File: src/rtl/thermtrip_guard.sv
module thermtrip_guard #(
  parameter int CLK_PERIOD_PS = 10000,
  parameter int GLITCH_PS     = 25000,
  parameter int SYNC_STAGES   = 2
) (
  input  logic clk,
  input  logic pwr_rst_n,
  input  logic trip_n_raw,
  input  logic valid_sel,
  input  logic plat_rst_n,
  input  logic cpu_pwrgd,
  output logic slp3_n,
  output logic slp4_n,
  output logic slp5_n,
  output logic prep_sts,
  output logic pbtn_sts_clr
);
  localparam int FILT_RAW = (GLITCH_PS + CLK_PERIOD_PS - 1) / CLK_PERIOD_PS;
  localparam int FILT_CYC = (FILT_RAW < 1) ? 1 : FILT_RAW;
  localparam int CW       = $clog2(FILT_CYC + 1);

  logic          trip_low;
  logic          plat_q, pg_q, armed, tripped, qualify;
  logic [CW-1:0] low_cnt;

  generate
    if (SYNC_STAGES <= 1) begin : g_sync1
      logic s_q;
      always_ff @(posedge clk or negedge pwr_rst_n)
        if (!pwr_rst_n) s_q <= 1'b1;
        else            s_q <= trip_n_raw;
      assign trip_low = ~s_q;
    end else begin : g_syncn
      logic [SYNC_STAGES-1:0] s_q;
      always_ff @(posedge clk or negedge pwr_rst_n)
        if (!pwr_rst_n) s_q <= '1;
        else            s_q <= {s_q[SYNC_STAGES-2:0], trip_n_raw};
      assign trip_low = ~s_q[SYNC_STAGES-1];
    end
  endgenerate

  wire start_evt = valid_sel ? (cpu_pwrgd & ~pg_q) : (plat_rst_n & ~plat_q);
  wire hit       = armed & trip_low & ~tripped;
  assign qualify = hit & (low_cnt == CW'(FILT_CYC - 1));

  always_ff @(posedge clk or negedge pwr_rst_n) begin
    if (!pwr_rst_n) begin
      plat_q       <= 1'b0;
      pg_q         <= 1'b0;
      armed        <= 1'b0;
      low_cnt      <= '0;
      tripped      <= 1'b0;
      prep_sts     <= 1'b0;
      pbtn_sts_clr <= 1'b0;
    end else begin
      plat_q       <= plat_rst_n;
      pg_q         <= cpu_pwrgd;
      armed        <= cpu_pwrgd & (armed | start_evt);
      low_cnt      <= (hit & ~qualify) ? low_cnt + 1'b1 : '0;
      tripped      <= tripped | qualify;
      prep_sts     <= prep_sts | qualify;
      pbtn_sts_clr <= qualify;
    end
  end

  assign slp3_n = ~tripped;
  assign slp4_n = ~tripped;
  assign slp5_n = ~tripped;
endmodule

File: config.mk
export PLATFORM = sky130hd
export DESIGN_NAME = thermtrip_guard
export DESIGN_NICKNAME = d
export VERILOG_FILES = /design/src/rtl/thermtrip_guard.sv
export SDC_FILE = /design/constraint.sdc
export NUM_CORES = 1
export LEC_CHECK = 0
export ABC_AREA = 1
export BUFFER_PORTS_ARGS = -buffer_cell sky130_fd_sc_hd__buf_2
export CAP_MARGIN = 20
export CORE_AREA = 2 2 39 41
export CTS_CLUSTER_SIZE = 10
export DETAILED_ROUTE_END_ITERATION = 7
export DIE_AREA = 0 0 41 43
export SYNTH_ARGS = -nofsm -noshare
export SYNTH_HDL_FRONTEND = slang
export SYNTH_SLANG_ARGS = --single-unit
File: constraint.sdc
create_clock -name clk -period 1.2 [get_ports clk]
set_clock_uncertainty 0.2 [all_clocks]
set_input_delay 0.36 -clock clk [delete_from_list [all_inputs] [get_ports clk]]
set_output_delay 0.36 -clock clk [all_outputs]
set_load 0.02 [all_outputs]
After elaboration in Yosys (flattened, before gate mapping)
Cells that the tools add are included.
{"block": "word_totals", "ff_bits": 10, "inputBits": 6, "output_inout_bits": 5, "elab_cells": 27}
{"block": "classes", "add_sub_neg": 1, "n_eq_ne": 1, "muxes": 2, "n_bitwise": 15}
{"operator": "bitwise AND 1 bit", "count": 7}
{"operator": "NOT 1 bit", "count": 5}
{"operator": "bitwise OR 1 bit", "count": 3}
{"operator": "adder 2 x 1 -> 2 bit (second input constant)", "count": 1}
{"operator": "== test 2 bit (second input constant)", "count": 1}
{"operator": "two-way mux 2 bit", "count": 1}
{"operator": "two-way mux 1 bit", "count": 1}

Longest topological paths before layout
{"block": "depth", "ltp_word": 7, "mapped_depth": 5, "depth_no_buf": 5}

Worst setup path before layout
OpenSTA, ideal clock, no wires.
{"block": "synth_timing", "path_kind": "flip-flop to output port", "startpoint": "register tripped", "endpoint": "output port slp4_n", "arrival_time_ns": 0.645, "required_ns": 0.640, "path_slack_ns": -0.005, "stages_incl_launch_ff": 3, "n_path_buf": 1, "path_cell_list": "dfrtp_1 > inv_2 > buf_4"}
{"block": "synth_via", "elab_chain_len": 1}
{"element": "start, declared", "line": "23", "rtl": "logic plat_q, pg_q, armed, tripped, qualify;"}
{"element": "start signal, assigned", "line": "60", "rtl": "tripped <= tripped | qualify;"}
{"element": "NOT 1 bit"}
{"element": "end, declared", "line": "13", "rtl": "output logic slp4_n,"}
Every way passes these cells.

Final worst setup path
{"block": "layout_timing", "startpoint": "register tripped", "endpoint": "output port slp3_n"}
{"block": "layout_via", "elab_chain_len": 1}
{"element": "NOT 1 bit", "line": "66", "rtl": "assign slp3_n = ~tripped;"}
{"element": "end, declared", "line": "12", "rtl": "output logic slp3_n,"}
Every way passes these cells.

==> results.txt <==
----------------------------------------------------
[Run status]
  Status ... complete, but fails checks
  Violated checks ... negative setup slack

[Floorplanning]
  Top-level port count ... 11
  Row cnt ... 14
  Height of the die ... 43 um
  Die span in x ... 41 um
  Area of the placeable core ... 1380 um2
  Starting density of the core ... 0.266
  Die Outline Area ... 1760 um2

[Worst setup path]
  Critical Setup Path Class ... register to primary output
  Crit path required time ... 0.64 ns
  Max Fanout on Critical Path ... 4
  Crit path DAT ... 0.84 ns
  Setup crit start kind ... register
  Element type at the critical path end ... primary output

[Logic synthesis]
  Synthesized area divided by synthesized cell count ... 10.5 um2
  Sequential cell area fraction in the yosys report ... 0.687
  Top post-synthesis cells by area ... dfrtp_1 (54%), dfstp_2 (14%), inv_1 (9.2%)
  Share of synthesized registers carrying an async set or reset ... 1.00
  Yosys reg bits ... 10
  Synth Instances ... 35
  Most common cell in the netlist ... inv_1
  Cell types with the highest counts after synthesis ... inv_1 (9), dfrtp_1 (8), nand2_1 (5), nor2_1 (5)
  Most frequently used flop master after synthesis ... dfrtp_1
  Warning count from the yosys run ... 0
  Number of enable-type register cells in the synthesized netlist ... 0
  Combined area of all synthesized cells ... 368 um2
  Top-area cell type share of the netlist area ... 0.544
  Unique cell type count in the Yosys netlist ... 9
  Total nets after synthesis ... 42
  Cell type with the largest total area after synthesis ... dfrtp_1

[Placed design]
  Placed cell area ... 430 um2
  Post-DP HPWL ... 382 um
  Worst slack after detailed placement ... 0.0684 ns
  Count of buffers inserted at the top-level ports ... 10
  Routability-driven placement congestion ratio ... 0.680

[STA]
  Remaining max-slew budget at the tightest pin ... 0.852
  Setup violators final ... 5
  Unrepaired setup endpoints after global routing ... true
  Total Neg Setup Slack ... -0.875 ns
  Total count of max-transition violations in the final report ... 0
  F_max ... 715 MHz
  Smallest setup slack after layout ... -0.199 ns
  Endpoints failing hold ... 0
  Tmin final ... 1.40 ns
  Period utilisation layout ... 1.17
  Actual slew at the worst max-slew pin ... 0.222 ns

[Routing]
  Final routed DRC violation total ... 0
  Vias after detailed routing ... 255
  Via density per instance ... 3.86
  DRT Pass-1 Iters ... 2
  Mean routed wirelength per cell ... 8.21 um
  Wire length reported by the detailed router ... 542 um
  Number of design-rule violations left by the first detailed-router iteration ... 2
  Number of routed nets with antenna violations ... 0

[GRT]
  First-pass GRT wire length ... 1.01 mm
  Initial antenna violation count ... 0
  Via count of the first global-routing pass ... 260
  Largest net degree at the start of global routing ... 11
  Total global routing track utilization ... 0.0934
  Gr ovfl total ... 0

[Pwr]
  P per Cell Area ... 1420 nW/um2
  Maximum resistive drop on vdd ... 0.716 mV
  LEAKAGE ... 0.278 nW

[Clock tree]
  Skew-Pair Late Insertion Delay ... 0.26 ns
  Clock tree from TritonCTS ... built
  Clock tree sinks ... 10
  Number of H-tree levels ... 1
  Total CTS buffers ... 3
  Root buffer selected by CTS ... clkbuf_4
  Clock tree buffer depth ... 2
  Clock-pin transition on the worst setup and hold timing paths ... 0.07 ns

[Hold path]
  Worst Hold Class ... input port to register

[Final layout]
  Share of final-layout standard cells stronger than drive strength 1 ... 0.340
  Final nets ... 58
  Area grow syn2layout ... 35.0%
  Post-route design area ... 497 um2
  Number of diodes added for antenna fixing ... 0

[Flow run]
  Max Cap Violations ... 0

----------------------------------------------------
## layout make-up
| cell class | count | area [um2] |
|---|---|---|
| inverters | 10 | 37.5 |
| flip-flops and latches | 10 | 253 |
| repair buffers | 13 | 97.6 |
| clock buffers | 4 | 26.3 |
| well taps | 16 | 20.0 |
| multi-input cells | 13 | 62.6 |
| fillers | 145 | 887 |
## placed cells by master (no fill, tap or decap), drive strengths merged
master       instances
ha                   1
dfstp                2
nand2                5
nor2                 5
buf                 11
dlygate4sd3          2
dfrtp                8
inv                 10
nand4                2
clkbuf               4
## cell families (layout without fill, tap and decap cells)
group                      after synthesis  in the layout  share of synthesized area
and+or+nand+nor                         12             12                      0.136
buffers and inverters                   12             27                      0.143
DFF                                     10             10                      0.687
adders and majority gates                1              1                     0.0340
## state kept, by name (all words and copies together) (netlist names)
name,count
armed,1
g_syncn.s_q,2
low_cnt,2
pbtn_sts_clr,1
pg_q,1
plat_q,1
prep_sts,1
tripped,1
## repair_timing
item,in CTS,in global routing
resized for setup,7,0
hold endpoints to repair,11,0
hold buffers,2,0
setup buffers,0,0
setup endpoints to repair,5,5
## path summary, 6_finish.rpt
path,slack (ns),from,end,cells after the start
worst min-delay path,0.03,plat_rst_n,plat_q,1
worst max register to register,0.09,low_cnt[0],prep_sts,4
worst min register to register,0.15,g_syncn.s_q[0],g_syncn.s_q[1],0
max in group asynchronous,0.25,pwr_rst_n,g_syncn.s_q[0],2
min in group asynchronous,0.29,pwr_rst_n,pbtn_sts_clr,2
worst max-delay path,-0.20,tripped,slp3_n,2
## metrics by stage
step                std cells   util  hold WS, ns  total power, W
floorplan                  35      -       -0.136        0.000431
global placement           60  0.311       0.0285        0.000459
detailed placement         60  0.311       0.0327        0.000462
CTS                        66  0.359       0.0145        0.000723
global route               66  0.359       0.0122        0.000764
finish                     66  0.359       0.0257        0.000705
## layer usage
| layer | share of wire | global-route usage | up-vias |
|---|---|---|---|
| li1 | - | - | 128 |
| met1 | 0.37 | 0.0833 | 114 |
| met2 | 0.51 | 0.144 | 13 |
| met3 | 0.12 | 0.0942 | 0 |
| met4 | 0 | 0.0200 | 0 |
| met5 | 0 | 0 | - |
## power breakdown
| group | internal, W | switching, W |
|---|---|---|
| combinational | 0.0000479 | 0.0000555 |
| sequential | 0.000360 | 0.00000934 |
| clock | 0.000128 | 0.000105 |
| total | 0.000536 | 0.000170 |
## worst max-delay path: stages, from the launching register on
cell and delay [ns]:
dfrtp_1 0.37, inv_2 0.07, buf_4 0.14
(Power assumes the default switching activity.)
